===== src/rtl/ccr_pkg.sv =====
`timescale 1ns/1ps
package ccr_pkg;
  localparam int unsigned CCR_W  = 8;
  localparam int unsigned OP_W   = 4;
  localparam int unsigned C_POS  = 0;
  localparam int unsigned V_POS  = 1;
  localparam int unsigned Z_POS  = 2;
  localparam int unsigned N_POS  = 3;
  localparam int unsigned I_POS  = 4;
  localparam int unsigned H_POS  = 5;
  localparam int unsigned X_POS  = 6;
  localparam int unsigned S_POS  = 7;
  localparam logic [CCR_W-1:0] CCR_RST = 8'hD0;

  typedef enum logic [OP_W-1:0] {
    OP_NONE  = 4'd0,
    OP_ADD   = 4'd1,
    OP_ADC   = 4'd2,
    OP_SUB   = 4'd3,
    OP_SBC   = 4'd4,
    OP_CMP   = 4'd5,
    OP_LOGIC = 4'd6,
    OP_MOVE  = 4'd7,
    OP_SHL   = 4'd8,
    OP_SHR   = 4'd9,
    OP_IDX   = 4'd10
  } op_cls_e;
endpackage


===== src/rtl/ccr_flag_calc.sv =====
`timescale 1ns/1ps
module ccr_flag_calc
  import ccr_pkg::*;
#(
  parameter int unsigned DATA_W = 8,
  parameter int unsigned IDX_W  = 16
) (
  input  logic [OP_W-1:0]   op_i,
  input  logic [DATA_W-1:0] opa_i,
  input  logic [DATA_W-1:0] opb_i,
  input  logic [DATA_W-1:0] res_i,
  input  logic [IDX_W-1:0]  idx_res_i,
  output logic [CCR_W-1:0]  upd_o,
  output logic [CCR_W-1:0]  val_o
);
  localparam int unsigned MSB = DATA_W - 1;

  logic a_m, b_m, r_m, a_h, b_h, r_h;
  logic add_c, add_v, add_h, sub_c, sub_v, sh_c;

  assign a_m = opa_i[MSB];
  assign b_m = opb_i[MSB];
  assign r_m = res_i[MSB];
  assign a_h = opa_i[3];
  assign b_h = opb_i[3];
  assign r_h = res_i[3];

  // carry/borrow recovered from operand and result sign bits
  assign add_c = (a_m & b_m) | (b_m & ~r_m) | (~r_m & a_m);
  assign add_v = (a_m & b_m & ~r_m) | (~a_m & ~b_m & r_m);
  assign add_h = (a_h & b_h) | (b_h & ~r_h) | (~r_h & a_h);
  assign sub_c = (~a_m & b_m) | (b_m & r_m) | (r_m & ~a_m);
  assign sub_v = (a_m & ~b_m & ~r_m) | (~a_m & b_m & r_m);
  assign sh_c  = (op_i == OP_SHL) ? a_m : opa_i[0];

  always_comb begin
    upd_o        = '0;
    val_o        = '0;
    val_o[Z_POS] = ~|res_i;
    val_o[N_POS] = r_m;
    unique case (op_i)
      OP_ADD, OP_ADC: begin
        upd_o[C_POS] = 1'b1; upd_o[V_POS] = 1'b1; upd_o[H_POS] = 1'b1;
        upd_o[Z_POS] = 1'b1; upd_o[N_POS] = 1'b1;
        val_o[C_POS] = add_c; val_o[V_POS] = add_v; val_o[H_POS] = add_h;
      end
      OP_SUB, OP_SBC, OP_CMP: begin
        upd_o[C_POS] = 1'b1; upd_o[V_POS] = 1'b1;
        upd_o[Z_POS] = 1'b1; upd_o[N_POS] = 1'b1;
        val_o[C_POS] = sub_c; val_o[V_POS] = sub_v;
      end
      OP_LOGIC, OP_MOVE: begin
        upd_o[V_POS] = 1'b1; upd_o[Z_POS] = 1'b1; upd_o[N_POS] = 1'b1;
      end
      OP_SHL, OP_SHR: begin
        upd_o[C_POS] = 1'b1; upd_o[V_POS] = 1'b1;
        upd_o[Z_POS] = 1'b1; upd_o[N_POS] = 1'b1;
        val_o[C_POS] = sh_c; val_o[V_POS] = r_m ^ sh_c;
      end
      OP_IDX: begin
        upd_o[Z_POS] = 1'b1;
        val_o[Z_POS] = ~|idx_res_i;
      end
      default: ;
    endcase
  end
endmodule


===== src/rtl/ccr_mask_ctrl.sv =====
`timescale 1ns/1ps
module ccr_mask_ctrl (
  input  logic clk_i,
  input  logic rst_ni,
  input  logic irq_accept_i,
  input  logic irq_xsrc_i,
  input  logic rti_load_i,
  input  logic rti_i_i,
  input  logic rti_x_i,
  input  logic sw_sei_i,
  input  logic sw_cli_i,
  input  logic sw_clx_i,
  output logic i_o,
  output logic x_o
);
  logic i_q, x_q;

  always_ff @(posedge clk_i or negedge rst_ni) begin
    if (!rst_ni) begin
      i_q <= 1'b1;
      x_q <= 1'b1;
    end else if (irq_accept_i) begin
      i_q <= 1'b1;
      x_q <= x_q | irq_xsrc_i;
    end else if (rti_load_i) begin
      i_q <= rti_i_i;
      x_q <= rti_x_i;
    end else begin
      if (sw_sei_i)      i_q <= 1'b1;
      else if (sw_cli_i) i_q <= 1'b0;
      if (sw_clx_i)      x_q <= 1'b0;
    end
  end

  assign i_o = i_q;
  assign x_o = x_q;


  irq_sets_i_chk: assert property (@(posedge clk_i) disable iff (!rst_ni)
    irq_accept_i |=> i_q);

  irq_sets_x_chk: assert property (@(posedge clk_i) disable iff (!rst_ni)
    (irq_accept_i && irq_xsrc_i) |=> x_q);

  x_no_sw_set_chk: assert property (@(posedge clk_i) disable iff (!rst_ni)
    $rose(x_q) |-> $past((irq_accept_i && irq_xsrc_i) || rti_load_i));
endmodule


===== src/rtl/ccr_unit.sv =====
`timescale 1ns/1ps
module ccr_unit
  import ccr_pkg::*;
#(
  parameter int unsigned DATA_W = 8,
  parameter int unsigned IDX_W  = 16
) (
  input  logic              clk_i,
  input  logic              rst_ni,
  input  logic [OP_W-1:0]   op_i,
  input  logic [DATA_W-1:0] opa_i,
  input  logic [DATA_W-1:0] opb_i,
  input  logic [DATA_W-1:0] res_i,
  input  logic [IDX_W-1:0]  idx_res_i,
  input  logic              flag_we_i,
  input  logic              irq_accept_i,
  input  logic              irq_xsrc_i,
  input  logic              rti_load_i,
  input  logic [CCR_W-1:0]  rti_data_i,
  input  logic              sw_sei_i,
  input  logic              sw_cli_i,
  input  logic              sw_clx_i,
  output logic [CCR_W-1:0]  ccr_o
);
  logic [CCR_W-1:0] upd, val, ccr;
  logic rti_eff, i_bit, x_bit;

  assign rti_eff = rti_load_i & ~irq_accept_i;

  ccr_flag_calc #(.DATA_W(DATA_W), .IDX_W(IDX_W)) i_calc (
    .op_i      (op_i),
    .opa_i     (opa_i),
    .opb_i     (opb_i),
    .res_i     (res_i),
    .idx_res_i (idx_res_i),
    .upd_o     (upd),
    .val_o     (val)
  );

  ccr_mask_ctrl i_mask (
    .clk_i        (clk_i),
    .rst_ni       (rst_ni),
    .irq_accept_i (irq_accept_i),
    .irq_xsrc_i   (irq_xsrc_i),
    .rti_load_i   (rti_load_i),
    .rti_i_i      (rti_data_i[I_POS]),
    .rti_x_i      (rti_data_i[X_POS]),
    .sw_sei_i     (sw_sei_i),
    .sw_cli_i     (sw_cli_i),
    .sw_clx_i     (sw_clx_i),
    .i_o          (i_bit),
    .x_o          (x_bit)
  );

  for (genvar k = 0; k < CCR_W; k++) begin : g_bit
    if (k == I_POS) begin : g_i
      assign ccr[k] = i_bit;
    end else if (k == X_POS) begin : g_x
      assign ccr[k] = x_bit;
    end else begin : g_ff
      logic bit_q;
      always_ff @(posedge clk_i or negedge rst_ni) begin
        if (!rst_ni)                    bit_q <= CCR_RST[k];
        else if (rti_eff)               bit_q <= rti_data_i[k];
        else if (flag_we_i && upd[k])   bit_q <= val[k];
      end
      assign ccr[k] = bit_q;
    end
  end

  assign ccr_o = ccr;


  hold_no_we_chk: assert property (@(posedge clk_i) disable iff (!rst_ni)
    (!flag_we_i && !rti_load_i) |=>
      $stable({ccr_o[H_POS], ccr_o[N_POS], ccr_o[Z_POS], ccr_o[V_POS], ccr_o[C_POS]}));

  idx_only_z_chk: assert property (@(posedge clk_i) disable iff (!rst_ni)
    (flag_we_i && op_i == OP_IDX && !rti_load_i) |=>
      $stable({ccr_o[H_POS], ccr_o[N_POS], ccr_o[V_POS], ccr_o[C_POS]}));

  logic_v_clr_chk: assert property (@(posedge clk_i) disable iff (!rst_ni)
    (flag_we_i && (op_i == OP_LOGIC || op_i == OP_MOVE) && !rti_load_i) |=>
      !ccr_o[V_POS]);

  rti_load_chk: assert property (@(posedge clk_i) disable iff (!rst_ni)
    (rti_load_i && !irq_accept_i) |=> ccr_o == $past(rti_data_i));

  irq_keeps_arith_chk: assert property (@(posedge clk_i) disable iff (!rst_ni)
    (irq_accept_i && !flag_we_i) |=>
      $stable({ccr_o[H_POS], ccr_o[N_POS], ccr_o[Z_POS], ccr_o[V_POS], ccr_o[C_POS]}));
endmodule


===== config.mk =====
export PLATFORM = sky130hd
export DESIGN_NAME = ccr_unit
export DESIGN_NICKNAME = d
export VERILOG_FILES = /design/src/rtl/ccr_pkg.sv /design/src/rtl/ccr_flag_calc.sv /design/src/rtl/ccr_mask_ctrl.sv /design/src/rtl/ccr_unit.sv
export SDC_FILE = /design/constraint.sdc
export NUM_CORES = 1
export LEC_CHECK = 0
export BUFFER_PORTS_ARGS = -buffer_cell sky130_fd_sc_hd__buf_2
export CAP_MARGIN = 30
export CORE_UTILIZATION = 42
export CTS_BUF_LIST = sky130_fd_sc_hd__clkbuf_4 sky130_fd_sc_hd__clkbuf_8 sky130_fd_sc_hd__clkbuf_16
export DETAILED_ROUTE_END_ITERATION = 6
export PLACE_DENSITY = 0.92
export SLEW_MARGIN = 5
export SYNTH_ARGS = -nofsm -noshare
export SYNTH_HDL_FRONTEND = slang
export SYNTH_HIERARCHICAL = 1
export SYNTH_SLANG_ARGS = --single-unit
export TNS_END_PERCENT = 20

===== constraint.sdc =====
create_clock -name clk_i -period 2.84 [get_ports clk_i]
set_input_delay 0 -clock clk_i [delete_from_list [all_inputs] [get_ports clk_i]]
set_output_delay 0 -clock clk_i [all_outputs]
set_load 0.01 [all_outputs]

After elaboration in Yosys (flattened, before gate mapping)
Index checks and enable logic that the tools add are counted. Widths: inputs -> output; s select.

Reduce and logical (&&, ||, !) cells: 20. Bitwise logic cells: 31. Mux-type cells: 25. Eq/ne operators: 10.

Operators with widths (count): $mux 1 (24); $and 1x1->1 (16); $eq 4x3->1 const B (4); $reduce_or 16->1 (1); $eq 4x4->1 const B (3); $reduce_or 10->1 (1); $or 1x1->1 (9); $reduce_or 9->1 (1); $eq 4x2->1 const B (2); $reduce_bool 2->1 (4); $reduce_or 8->1 (1); $reduce_or 7->1 (1); $pmux 2 s3 (1); $not 1->1 (5); $eq 4x1->1 const B (1); $logic_and 1x1->1 (4); $reduce_bool 4->1 (1); $reduce_or 2->1 (2); $reduce_bool 3->1 (1); $reduce_or 3->1 (1); $logic_not 1->1 (2); $xor 1x1->1 (1).

Logic and storage cells: 94. Output and inout port bits: 8. Register bits: 8.

Logic depth before layout (Yosys ltp)
Gate-level depths: netlist of the first run.

Word-level depth: 7. Depth in mapped cells: 7.

Hierarchy
The synthesis of the first run kept the hierarchy.

Modules (own cells, without submodules): ccr_unit (cells an instance 40, times used 1, area an instance 401.6 um^2); ccr_flag_calc (cells an instance 55, times used 1, area an instance 376.6 um^2); ccr_mask_ctrl (cells an instance 11, times used 1, area an instance 102.6 um^2).

Least setup slack after synthesis of the first run
OpenSTA, ideal clock, no wires.

Path type: input to register. Start: in op_i[1]. End: reg g_bit[1].g_ff.bit_q. Setup time: 0.132 ns. Slack: 1.755 ns. Stages on the path: 7. Arrival: 0.953 ns. Buffers on the path: 1. Cell sequence: buf_4 -> xnor2_1 -> nor3_4 -> a311oi_1 -> o22ai_1 -> nand3_1 -> a31oi_1.

Longest elaborated chain between the ends: 6. Elaborated cells between the ends (all ways): 21.

Ends and longest elaborated chain: start, declared (RTL line ccr_unit.sv:10) `input logic [OP_W-1:0] op_i,`; $eq 4x4->1 (RTL line ccr_flag_calc.sv:34, ccr_flag_calc.sv:41); $mux 1 (RTL line ccr_flag_calc.sv:34) `assign sh_c = (op_i == OP_SHL) ? a_m : opa_i[0];`; $xor 1x1->1 (RTL line ccr_flag_calc.sv:58) `val_o[C_POS] = sh_c; val_o[V_POS] = r_m ^ sh_c;`; $pmux 2 s3 * (RTL line ccr_flag_calc.sv:41) `unique case (op_i)`; via val[1] (RTL line ccr_unit.sv:25) `logic [CCR_W-1:0] upd, val, ccr;`; $mux 1 * (RTL line ccr_unit.sv:65) `else if (flag_we_i && upd[k]) bit_q <= val[k];`; $mux 1 * (RTL line ccr_unit.sv:64) `else if (rti_eff) bit_q <= rti_data_i[k];`; end signal, assigned (RTL line ccr_unit.sv:63) `if (!rst_ni) bit_q <= CCR_RST[k];`; end signal, assigned (RTL line ccr_unit.sv:64); end signal, assigned (RTL line ccr_unit.sv:65); end, declared (RTL line ccr_unit.sv:61) `logic bit_q;`.

The timed path passes the listed nets; every way through them passes the cells marked *. The select of a mux whose other input is x is not followed. A chain may end at the register's enable or synchronous reset.

Final worst setup path of the first run
Start: in op_i[0]. End: reg g_bit[1].g_ff.bit_q.

Same word-level chain as after synthesis.

==> impl_metrics.xml, run 1 <==
<?xml version="1.0" encoding="UTF-8"?>
<metrics>
  <group name="setup_path">
    <metric name="crit_slowest_cell" unit="">sky130_fd_sc_hd__mux2_4</metric>
    <metric name="cell_family_with_most_cp_delay" unit="">compound AO/OA/AOI/OAI gates</metric>
    <metric name="crit_chain" unit="">buf_2 &gt; mux2_4 &gt; o41ai_1 &gt; a21oi_1 &gt; o22ai_1 &gt; nand3_1 &gt; a31oi_1</metric>
    <metric name="critPathCaptureType" unit="">register</metric>
    <metric name="cp_max_fo" unit="">5</metric>
    <metric name="arrival" unit="ns">1.24</metric>
    <metric name="worst-setup-path-type" unit="">input port to register</metric>
    <metric name="slowest_delay" unit="ns">0.31</metric>
    <metric name="required" unit="ns">3.02</metric>
    <metric name="buffer_and_inverter_count_on_the_worst_path" unit="">1</metric>
    <metric name="crit_path_start_kind" unit="">input port</metric>
  </group>
  <group name="floorplan">
    <metric name="die_h" unit="um">47.0</metric>
    <metric name="initial_core_util" unit="%">46.7</metric>
    <metric name="io-pin-count" unit="">69</metric>
    <metric name="dieArea" unit="um2">2210</metric>
    <metric name="core_region_area" unit="um2">1820</metric>
    <metric name="fp-row-count" unit="">15</metric>
    <metric name="die_w" unit="um">47.0</metric>
  </group>
  <group name="global_routing">
    <metric name="wire_length_of_the_first_global_routing_pass" unit="um">3040</metric>
    <metric name="grt_antenna_before_repair" unit="">0</metric>
    <metric name="pin_count_of_the_biggest_net_entering_global_routing" unit="">13</metric>
    <metric name="grt_pass1_vias" unit="">764</metric>
    <metric name="grt_use_total" unit="%">19.4</metric>
    <metric name="globalRoute.totalOverflow" unit="">0</metric>
  </group>
  <group name="sta">
    <metric name="timing_max_transition_violations_final" unit="">0</metric>
    <metric name="rsz0062_at_grt" unit="">false</metric>
    <metric name="hold_slack" unit="ns">-0.000192</metric>
    <metric name="post-route-period-util" unit="%">37.2</metric>
    <metric name="setup-tns-final" unit="ns">0</metric>
    <metric name="hold_viol_final" unit="">1</metric>
    <metric name="period_minus_slack" unit="ns">1.06</metric>
    <metric name="worst_clock_skew" unit="ns">0</metric>
    <metric name="finalSetupViolCount" unit="">0</metric>
    <metric name="fmax" unit="MHz">946</metric>
  </group>
  <group name="yosys">
    <metric name="synth_warnings" unit="">6</metric>
    <metric name="synthesis.area" unit="um2">851</metric>
    <metric name="syn-mean-instance-area" unit="um2">8.34</metric>
    <metric name="mapped_cells" unit="">102</metric>
  </group>
  <group name="run_status">
    <metric name="outcome" unit="">complete, but fails checks</metric>
    <metric name="violations" unit="">hold timing</metric>
  </group>
  <group name="job">
    <metric name="timing.max_cap.violations" unit="">0</metric>
  </group>
  <group name="drt">
    <metric name="routed-wl-met2" unit="um">1010</metric>
    <metric name="first_drt_pass_iteration_count" unit="">4</metric>
    <metric name="wirelength_met1" unit="um">801</metric>
    <metric name="top_layer" unit="">met4</metric>
    <metric name="residual_antenna_violating_net_count_after_detailed_routing" unit="">0</metric>
    <metric name="drt-initial-drc-count" unit="">13</metric>
    <metric name="wl" unit="um">1950</metric>
    <metric name="wl_per_cell" unit="um">11.1</metric>
    <metric name="remaining_drc_errors" unit="">0</metric>
    <metric name="met3_wirelength" unit="um">125</metric>
    <metric name="avgViaCountPerCell" unit="">5.12</metric>
    <metric name="via_count" unit="">901</metric>
  </group>
  <group name="clocking">
    <metric name="clkSlewWorstSetupHoldPaths" unit="ns">0.06</metric>
    <metric name="post_cts_setup_driven_buffer_insertion_count" unit="">0</metric>
    <metric name="clkSinkCount" unit="">8</metric>
    <metric name="count_of_instances_resized_after_the_clock_tree_is_built" unit="">0</metric>
    <metric name="clock_tree_from_tritoncts" unit="">built</metric>
    <metric name="clock_tree.buffer_depth" unit="">2</metric>
    <metric name="cts.htree.levels" unit="">1</metric>
    <metric name="clock_tree.root_cell" unit="">sky130_fd_sc_hd__clkbuf_4</metric>
    <metric name="hold_buffers" unit="">2</metric>
    <metric name="worstSkewPairLatency" unit="ns">0.26</metric>
    <metric name="cts_inserted_buffers" unit="">3</metric>
  </group>
  <group name="finish">
    <metric name="final_nets" unit="">213</metric>
    <metric name="layout-drive-gt1-share" unit="%">48.3</metric>
    <metric name="register_area" unit="um2">204</metric>
    <metric name="n_antenna_cell" unit="">0</metric>
    <metric name="final.fill_count" unit="">159</metric>
    <metric name="layout-area-overhead-vs-synth" unit="%">29.4</metric>
    <metric name="multi_input_comb_area" unit="um2">515</metric>
  </group>
  <group name="min_path">
    <metric name="hold_class" unit="">input port to register</metric>
  </group>
  <group name="power_and_ir_drop">
    <metric name="power.ir.vdd_worst" unit="V">0.000167</metric>
    <metric name="post-layout-total-power" unit="mW">0.387</metric>
    <metric name="power_density_of_the_placed_cells" unit="nW/um2">351</metric>
    <metric name="power.leakage" unit="nW">0.525</metric>
  </group>
  <group name="placement">
    <metric name="portBuffers" unit="">57</metric>
    <metric name="post_dp_hpwl" unit="um">1570</metric>
    <metric name="place.gp.congestion" unit="">0.841</metric>
  </group>
</metrics>
==> power by group <==
part,internal [mW],switching [mW],leakage [nW],total [mW]
logic,0.0725,0.0642,0.416,0.137
registers,0.132,0.00803,0.0902,0.140
clock network,0.0638,0.0467,0.0184,0.111
==> worst reg2reg max path, stage by stage, from the launching register on <==
cell	delay [ns]
sky130_fd_sc_hd__dfstp_2	0.52
sky130_fd_sc_hd__a21bo_2	0.21
sky130_fd_sc_hd__a31oi_1	0.16
==> final timing paths <==
kind	from	endpoint	slack (ns)	cells after the start
min	rti_data_i[4]	i_mask/i_o	-0.0002	3
min reg2reg	i_mask/x_o	i_mask/x_o	0.59	2
max reg2reg	g_bit[7].g_ff.bit_q	g_bit[7].g_ff.bit_q	1.88	2
max in group asynchronous	rst_ni	i_mask/i_o	2.50	2
max	op_i[0]	g_bit[1].g_ff.bit_q	1.78	7
min in group asynchronous	rst_ni	g_bit[2].g_ff.bit_q	0.10	2
==> through the flow <==
step | utilization [%] | hold slack [ns] | std cells | area, um2 | setup slack (ns)
finish | 60.5 | -0.000192 | 176 | 1100 | 1.78
detailed placement | 57.7 | -0.151 | 170 | 1050 | 1.53
CTS | 60.5 | 0.00133 | 176 | 1100 | 1.79
global route | 60.5 | 0.00142 | 176 | 1100 | 1.64
floorplan | - | -0.296 | 103 | 855 | 1.75
global placement | 57.7 | -0.154 | 170 | 1050 | 1.55
==> registers in the layout, summed over array words and instances, names as in the netlist <==
name	count
i_mask/x_o	1
g_bit.g_ff.bit_q	6
i_mask/i_o	1
==> routing by layer <==
layer	vias up	GRT usage, %
li1	464	-
met1	392	22.9
met2	43	34.7
met3	2	4.23
met4	0	6.29
met5	-	0
==> cell type report <==
class                   instances  area share [%]
multi-input cells              76            46.8
well taps                      25            2.84
flip-flops and latches          8            18.5
inverters                       4            1.36
clock buffers                   4            2.73
repair buffers                 59            27.7
==> layout by cell type, fill, tap and decap left out, types with 2 or more instances in the layout <==
master	count
sky130_fd_sc_hd__a21bo_1	4
sky130_fd_sc_hd__a21bo_2	2
sky130_fd_sc_hd__a21oi_1	3
sky130_fd_sc_hd__a31oi_1	6
sky130_fd_sc_hd__a32oi_1	2
sky130_fd_sc_hd__buf_2	57
sky130_fd_sc_hd__clkbuf_4	4
sky130_fd_sc_hd__conb_1	2
sky130_fd_sc_hd__dfrtp_1	5
sky130_fd_sc_hd__dfstp_2	3
sky130_fd_sc_hd__dlygate4sd3_1	2
sky130_fd_sc_hd__inv_1	3
sky130_fd_sc_hd__nand2_1	6
sky130_fd_sc_hd__nand3_1	6
sky130_fd_sc_hd__nor2_1	7
sky130_fd_sc_hd__nor3b_1	6
sky130_fd_sc_hd__nor4_1	6
sky130_fd_sc_hd__o21ai_0	2
No activity file was read; power rests on OpenSTA's default activity.
==> run 2: changes to the inputs <==
CORE_UTILIZATION = 39   (was 42)
PLACE_DENSITY = 0.86   (was 0.92)
clock period = 1.08 ns   (was 2.84 ns; I/O delays follow)
==> run 2 against run 1 <==
Compared with the run above: the run now ends clean; sequential share of layout area fell by 1.4 points; sequential power increased to 2.6 times the previous value; first-iteration DRC count shrank 7.7%; die area grew 7.3%; total power grew to 2.7 times the previous value; design area rose by 8.0%; global-route usage increased by 1.3 points; count of clock-buffer cells in the layout did not move; critical path type unchanged; via count rose by 7.9%.
==> impl_metrics.xml, run 2 (synthesized netlist as in run 1, its figures left out) <==
<?xml version="1.0" encoding="UTF-8"?>
<metrics>
  <group name="run_status">
    <metric name="outcome" unit="">completed</metric>
  </group>
  <group name="sta">
    <metric name="worst_clock_skew" unit="ns">0</metric>
    <metric name="period_minus_slack" unit="ns">1.01</metric>
    <metric name="hold_viol_final" unit="">0</metric>
    <metric name="finalSetupViolCount" unit="">0</metric>
    <metric name="setup-tns-final" unit="ns">0</metric>
    <metric name="fmax" unit="MHz">993</metric>
    <metric name="timing_max_transition_violations_final" unit="">0</metric>
    <metric name="post-route-period-util" unit="%">93.3</metric>
    <metric name="layout_setup_ws" unit="ns">0.0729</metric>
    <metric name="rsz0062_at_grt" unit="">false</metric>
  </group>
  <group name="setup_path">
    <metric name="required" unit="ns">1.22</metric>
    <metric name="worst-setup-path-type" unit="">input port to register</metric>
    <metric name="cp_max_fo" unit="">2</metric>
    <metric name="critPathCaptureType" unit="">register</metric>
    <metric name="reg2reg_slack" unit="ns">0.11</metric>
    <metric name="crit_path_start_kind" unit="">input port</metric>
    <metric name="arrival" unit="ns">1.15</metric>
  </group>
  <group name="drt">
    <metric name="drt-initial-drc-count" unit="">12</metric>
    <metric name="wl_per_cell" unit="um">12.1</metric>
    <metric name="wl" unit="um">2270</metric>
    <metric name="remaining_drc_errors" unit="">0</metric>
    <metric name="residual_antenna_violating_net_count_after_detailed_routing" unit="">0</metric>
    <metric name="via_count" unit="">972</metric>
    <metric name="first_drt_pass_iteration_count" unit="">6</metric>
    <metric name="avgViaCountPerCell" unit="">5.17</metric>
  </group>
  <group name="finish">
    <metric name="largest_register_ffs" unit="">6</metric>
    <metric name="layout-drive-gt1-share" unit="%">51.6</metric>
    <metric name="final.fill_count" unit="">184</metric>
    <metric name="n_antenna_cell" unit="">0</metric>
    <metric name="layout_common_cells" unit="">sky130_fd_sc_hd__buf_2 (57), sky130_fd_sc_hd__buf_4 (9), sky130_fd_sc_hd__nor2_1 (7)</metric>
    <metric name="layout-area-overhead-vs-synth" unit="%">39.7</metric>
    <metric name="layout.cells.most_common" unit="">sky130_fd_sc_hd__buf_2</metric>
    <metric name="final_nets" unit="">223</metric>
    <metric name="register_name_with_the_most_flops" unit="">g_bit.g_ff.bit_q</metric>
    <metric name="final_area" unit="um2">1190</metric>
  </group>
  <group name="placement">
    <metric name="place.gp.congestion" unit="">0.784</metric>
    <metric name="placed_cell_area" unit="um2">1130</metric>
    <metric name="portBuffers" unit="">57</metric>
    <metric name="post_dp_hpwl" unit="um">1820</metric>
    <metric name="placement.setup.worst_slack" unit="ns">-0.224</metric>
  </group>
  <group name="power_and_ir_drop">
    <metric name="power_density_of_the_placed_cells" unit="nW/um2">885</metric>
    <metric name="power.ir.vdd_worst" unit="V">0.000443</metric>
    <metric name="post-layout-total-power" unit="mW">1.05</metric>
    <metric name="power.leakage" unit="nW">0.577</metric>
  </group>
  <group name="global_routing">
    <metric name="globalRoute.totalOverflow" unit="">0</metric>
    <metric name="grt_antenna_before_repair" unit="">0</metric>
    <metric name="grt_pass1_vias" unit="">931</metric>
    <metric name="pin_count_of_the_biggest_net_entering_global_routing" unit="">13</metric>
    <metric name="wire_length_of_the_first_global_routing_pass" unit="um">3800</metric>
    <metric name="grt_use_total" unit="%">20.7</metric>
  </group>
  <group name="clocking">
    <metric name="cts.htree.levels" unit="">1</metric>
    <metric name="clkSlewWorstSetupHoldPaths" unit="ns">0.06</metric>
    <metric name="clock_tree_from_tritoncts" unit="">built</metric>
    <metric name="cts_inserted_buffers" unit="">3</metric>
    <metric name="post_cts_setup_driven_buffer_insertion_count" unit="">0</metric>
    <metric name="hold_buffers" unit="">3</metric>
    <metric name="clock_tree.buffer_depth" unit="">2</metric>
    <metric name="clkSinkCount" unit="">8</metric>
    <metric name="clock_tree.root_cell" unit="">sky130_fd_sc_hd__clkbuf_4</metric>
    <metric name="worstSkewPairLatency" unit="ns">0.27</metric>
    <metric name="count_of_instances_resized_after_the_clock_tree_is_built" unit="">0</metric>
  </group>
  <group name="floorplan">
    <metric name="fp-row-count" unit="">16</metric>
    <metric name="initial_core_util" unit="%">42.5</metric>
    <metric name="io-pin-count" unit="">69</metric>
    <metric name="die_w" unit="um">48.7</metric>
    <metric name="core_region_area" unit="um2">2000</metric>
    <metric name="dieArea" unit="um2">2370</metric>
    <metric name="die_h" unit="um">48.7</metric>
  </group>
  <group name="min_path">
    <metric name="hold_class" unit="">input port to register</metric>
  </group>
  <group name="job">
    <metric name="timing.max_cap.violations" unit="">0</metric>
  </group>
</metrics>
## run 2: changes by cell type in the layout (fill, tap and decap cells not counted)
cell,previous run,this run
sky130_fd_sc_hd__xnor2_1,1,0
sky130_fd_sc_hd__xnor2_2,0,1
sky130_fd_sc_hd__dlygate4sd3_1,2,3
sky130_fd_sc_hd__buf_4,0,9
## run 2: final timing paths
check / from / to / depth (start not counted)
min in group asynchronous: rst_ni / g_bit[5].g_ff.bit_q / 2
max in group asynchronous: rst_ni / i_mask/x_o / 2
min: rti_data_i[4] / i_mask/i_o / 3
min reg2reg: i_mask/x_o / i_mask/x_o / 2
max: op_i[0] / g_bit[1].g_ff.bit_q / 7
max reg2reg: g_bit[7].g_ff.bit_q / g_bit[7].g_ff.bit_q / 2
## run 2: area by class of cell
type	count	area, um2	share of cell area (%)
Clock buffer	4	30.0	2.53
Inverter	4	15.0	1.26
Multi-Input combinational cell	76	523	44.0
Sequential cell	8	204	17.2
Tap cell	27	33.8	2.84
Timing Repair Buffer	69	383	32.2
## run 2: routing by layer
layer / vias to the layer above / global-route usage (%) / wire [um] / share of wire [%]
li1: 485 / - / - / -
met1: 433 / 23.2 / 896 / 39
met2: 50 / 39.1 / 1200 / 53
met3: 4 / 3.77 / 154 / 6.8
met4: 0 / 6.37 / 14 / 0.62
met5: - / 0 / 0 / 0
## run 2: worst max-delay path: stages
cell	delay [ns]
sky130_fd_sc_hd__buf_2	0.11
sky130_fd_sc_hd__mux2_4	0.30
sky130_fd_sc_hd__and3_4	0.17
sky130_fd_sc_hd__a311oi_1	0.28
sky130_fd_sc_hd__o22ai_1	0.12
sky130_fd_sc_hd__nand3_1	0.09
sky130_fd_sc_hd__a31oi_1	0.07
## run 2: stage by stage
stage / util, % / cells / hold slack (ns)
after global placement: 56.4 / 181 / -0.153
after global routing: 59.4 / 188 / 0.00804
final: 59.4 / 188 / 0.00590
after floorplan: - / 103 / -0.296
after detailed placement: 56.4 / 181 / -0.146
after CTS: 59.4 / 188 / 0.00281
## run 2: where the power goes
part	switching, mW	leakage [nW]	internal, mW
Clock	0.120	0.0184	0.168
Combinational	0.181	0.469	0.216
Sequential	0.0209	0.0902	0.347
Total	0.321	0.577	0.730
==> run 3: changes to the inputs <==
REMOVE_ABC_BUFFERS = 1   (was unset)
==> run 3 against run 2 <==
Compared with the run above: combinational power about the same; count of clock-buffer cells in the layout unchanged; first-iteration DRC count increased by 25%; wire length increased by 5.6%; fmax decreased by 0.83%; utilization decreased by 0.94 points; global-route usage decreased by 0.58 points; design area decreased by 1.6%; via count increased by 0.41%; register-to-register slack about the same; worst setup slack got worse by 0.0085 ns; clock power decreased by 1%.
==> impl_metrics.xml, run 3 (synthesized netlist as in run 1, its figures left out) <==
<?xml version="1.0" encoding="UTF-8"?>
<metrics>
  <group name="floorplan">
    <metric name="fp-row-count" unit="">16</metric>
    <metric name="core_region_area" unit="um2">2000</metric>
    <metric name="die_h" unit="um">48.7</metric>
    <metric name="dieArea" unit="um2">2370</metric>
    <metric name="initial_core_util" unit="%">42.5</metric>
    <metric name="io-pin-count" unit="">69</metric>
    <metric name="die_w" unit="um">48.7</metric>
  </group>
  <group name="drt">
    <metric name="routed-wl-met2" unit="um">1330</metric>
    <metric name="met3_wirelength" unit="um">132</metric>
    <metric name="top_layer" unit="">met4</metric>
    <metric name="avgViaCountPerCell" unit="">5.28</metric>
    <metric name="wl" unit="um">2400</metric>
    <metric name="first_drt_pass_iteration_count" unit="">4</metric>
    <metric name="drt-initial-drc-count" unit="">15</metric>
    <metric name="wirelength_met1" unit="um">903</metric>
    <metric name="residual_antenna_violating_net_count_after_detailed_routing" unit="">0</metric>
    <metric name="wl_per_cell" unit="um">13.0</metric>
    <metric name="remaining_drc_errors" unit="">0</metric>
    <metric name="via_count" unit="">976</metric>
  </group>
  <group name="placement">
    <metric name="placement.setup.worst_slack" unit="ns">-0.230</metric>
    <metric name="place.gp.congestion" unit="">0.799</metric>
    <metric name="placed_cell_area" unit="um2">1110</metric>
    <metric name="portBuffers" unit="">57</metric>
    <metric name="placed_cells_incl_taps" unit="">179</metric>
    <metric name="post_dp_hpwl" unit="um">1920</metric>
  </group>
  <group name="power_and_ir_drop">
    <metric name="share_clk_of_total_power" unit="%">26.9</metric>
    <metric name="power.leakage" unit="nW">0.563</metric>
    <metric name="power.ir.vdd_worst" unit="V">0.000813</metric>
    <metric name="internal_power" unit="mW">0.724</metric>
    <metric name="net-switching-power" unit="mW">0.326</metric>
    <metric name="power_density_of_the_placed_cells" unit="nW/um2">897</metric>
    <metric name="switching_power_share_of_the_total" unit="%">31.0</metric>
    <metric name="seq_power_share" unit="%">35.2</metric>
    <metric name="p_comb_share" unit="%">37.9</metric>
  </group>
  <group name="sta">
    <metric name="finalSetupViolCount" unit="">0</metric>
    <metric name="period_minus_slack" unit="ns">1.02</metric>
    <metric name="post-route-period-util" unit="%">94.0</metric>
    <metric name="fmax" unit="MHz">985</metric>
    <metric name="hold_viol_final" unit="">0</metric>
    <metric name="layout_setup_ws" unit="ns">0.0644</metric>
    <metric name="rsz0062_at_grt" unit="">false</metric>
    <metric name="setup-tns-final" unit="ns">0</metric>
    <metric name="worst_clock_skew" unit="ns">0</metric>
    <metric name="timing_max_transition_violations_final" unit="">0</metric>
  </group>
  <group name="finish">
    <metric name="finalCoreUtilization" unit="%">58.4</metric>
    <metric name="multi_input_comb_area" unit="um2">529</metric>
    <metric name="layout-area-overhead-vs-synth" unit="%">37.5</metric>
    <metric name="n_antenna_cell" unit="">0</metric>
    <metric name="final.fill_count" unit="">188</metric>
    <metric name="layout.cells.most_common" unit="">sky130_fd_sc_hd__buf_2</metric>
    <metric name="layout-drive-gt1-share" unit="%">51.9</metric>
    <metric name="final_nets" unit="">220</metric>
    <metric name="register_area" unit="um2">204</metric>
    <metric name="finish.cell_count_without_fillers" unit="">185</metric>
    <metric name="largest_register_ffs" unit="">6</metric>
    <metric name="register_name_with_the_most_flops" unit="">g_bit.g_ff.bit_q</metric>
    <metric name="final_area" unit="um2">1170</metric>
    <metric name="layout_common_cells" unit="">sky130_fd_sc_hd__buf_2 (57), sky130_fd_sc_hd__nor2_1 (7), sky130_fd_sc_hd__buf_4 (7)</metric>
  </group>
  <group name="global_routing">
    <metric name="grt_use_total" unit="%">20.1</metric>
    <metric name="grt_pass1_vias" unit="">946</metric>
    <metric name="globalRoute.totalOverflow" unit="">0</metric>
    <metric name="wire_length_of_the_first_global_routing_pass" unit="um">3770</metric>
    <metric name="grt_antenna_before_repair" unit="">0</metric>
    <metric name="pin_count_of_the_biggest_net_entering_global_routing" unit="">13</metric>
  </group>
  <group name="clocking">
    <metric name="clock_tree_from_tritoncts" unit="">built</metric>
    <metric name="clkSlewWorstSetupHoldPaths" unit="ns">0.07</metric>
    <metric name="clock_tree.root_cell" unit="">sky130_fd_sc_hd__clkbuf_4</metric>
    <metric name="worstSkewPairLatency" unit="ns">0.25</metric>
    <metric name="post_cts_setup_driven_buffer_insertion_count" unit="">0</metric>
    <metric name="cts.htree.levels" unit="">1</metric>
    <metric name="cts_inserted_buffers" unit="">3</metric>
    <metric name="clock_tree.buffer_depth" unit="">2</metric>
    <metric name="clkSinkCount" unit="">8</metric>
  </group>
  <group name="setup_path">
    <metric name="crit_path_start_kind" unit="">input port</metric>
    <metric name="critPathCaptureType" unit="">register</metric>
    <metric name="required" unit="ns">1.20</metric>
    <metric name="worst-setup-path-type" unit="">input port to register</metric>
    <metric name="cp_max_fo" unit="">3</metric>
    <metric name="arrival" unit="ns">1.14</metric>
  </group>
  <group name="min_path">
    <metric name="hold_class" unit="">input port to register</metric>
  </group>
  <group name="run_status">
    <metric name="outcome" unit="">completed</metric>
  </group>
  <group name="job">
    <metric name="timing.max_cap.violations" unit="">0</metric>
  </group>
</metrics>
run 3: repair_timing:
| item | CTS | global route |
|---|---|---|
| endpoints found under the hold margin | 9 | 0 |
| gates resized for setup | 0 | 2 |
| hold buffers | 2 | 0 |
| endpoints found under the setup margin | 0 | 1 |
run 3: layer usage:
metal,vias up,track usage (%)
li1,480,-
met1,447,21.4
met2,45,38.2
met3,4,3.46
met4,0,8.82
met5,-,0
run 3: final timing paths:
kind / startpoint / endpoint / slack, ns / cells after the start
min in group asynchronous: rst_ni / g_bit[3].g_ff.bit_q / 0.12 / 2
worst max register to register: g_bit[7].g_ff.bit_q / g_bit[7].g_ff.bit_q / 0.11 / 2
worst min register to register: i_mask/x_o / i_mask/x_o / 0.57 / 2
worst max-delay path: op_i[0] / g_bit[1].g_ff.bit_q / 0.06 / 7
max in group asynchronous: rst_ni / i_mask/x_o / 0.71 / 2
worst min-delay path: rti_data_i[3] / g_bit[3].g_ff.bit_q / 0.02 / 3
run 3: layout make-up:
type                            count  share of cell area [%]
Clock buffer                        4                    2.57
Inverter                            4                    1.28
Multi-Input combinational cell     76                    45.2
Sequential cell                     8                    17.4
Tap cell                           27                    2.89
Timing Repair Buffer               66                    30.6
run 3: metrics by stage:
stage	hold slack, ns	power [mW]
after detailed placement	-0.144	0.756
after global placement	-0.149	0.739
after CTS	0.0134	1.05
after global routing	0.0214	1.10
after floorplan	-0.296	0.540
final	0.0191	1.05
run 3: critical path: stages:
cell and delay [ns]:
sky130_fd_sc_hd__buf_2 0.12, sky130_fd_sc_hd__mux2_4 0.31, sky130_fd_sc_hd__and3_4 0.17, sky130_fd_sc_hd__a311oi_2 0.24, sky130_fd_sc_hd__o22ai_1 0.12, sky130_fd_sc_hd__nand3_1 0.10, sky130_fd_sc_hd__a31oi_1 0.08
run 3: power by group through the flow:
stage	Sequential (mW)	Combinational, mW	Clock [mW]
2_1_floorplan	0.389	0.151	0
3_3_place_gp	0.370	0.369	0
3_5_place_dp	0.371	0.385	0
4_1_cts	0.368	0.392	0.286
5_1_grt	0.373	0.431	0.300
6_report	0.369	0.398	0.283
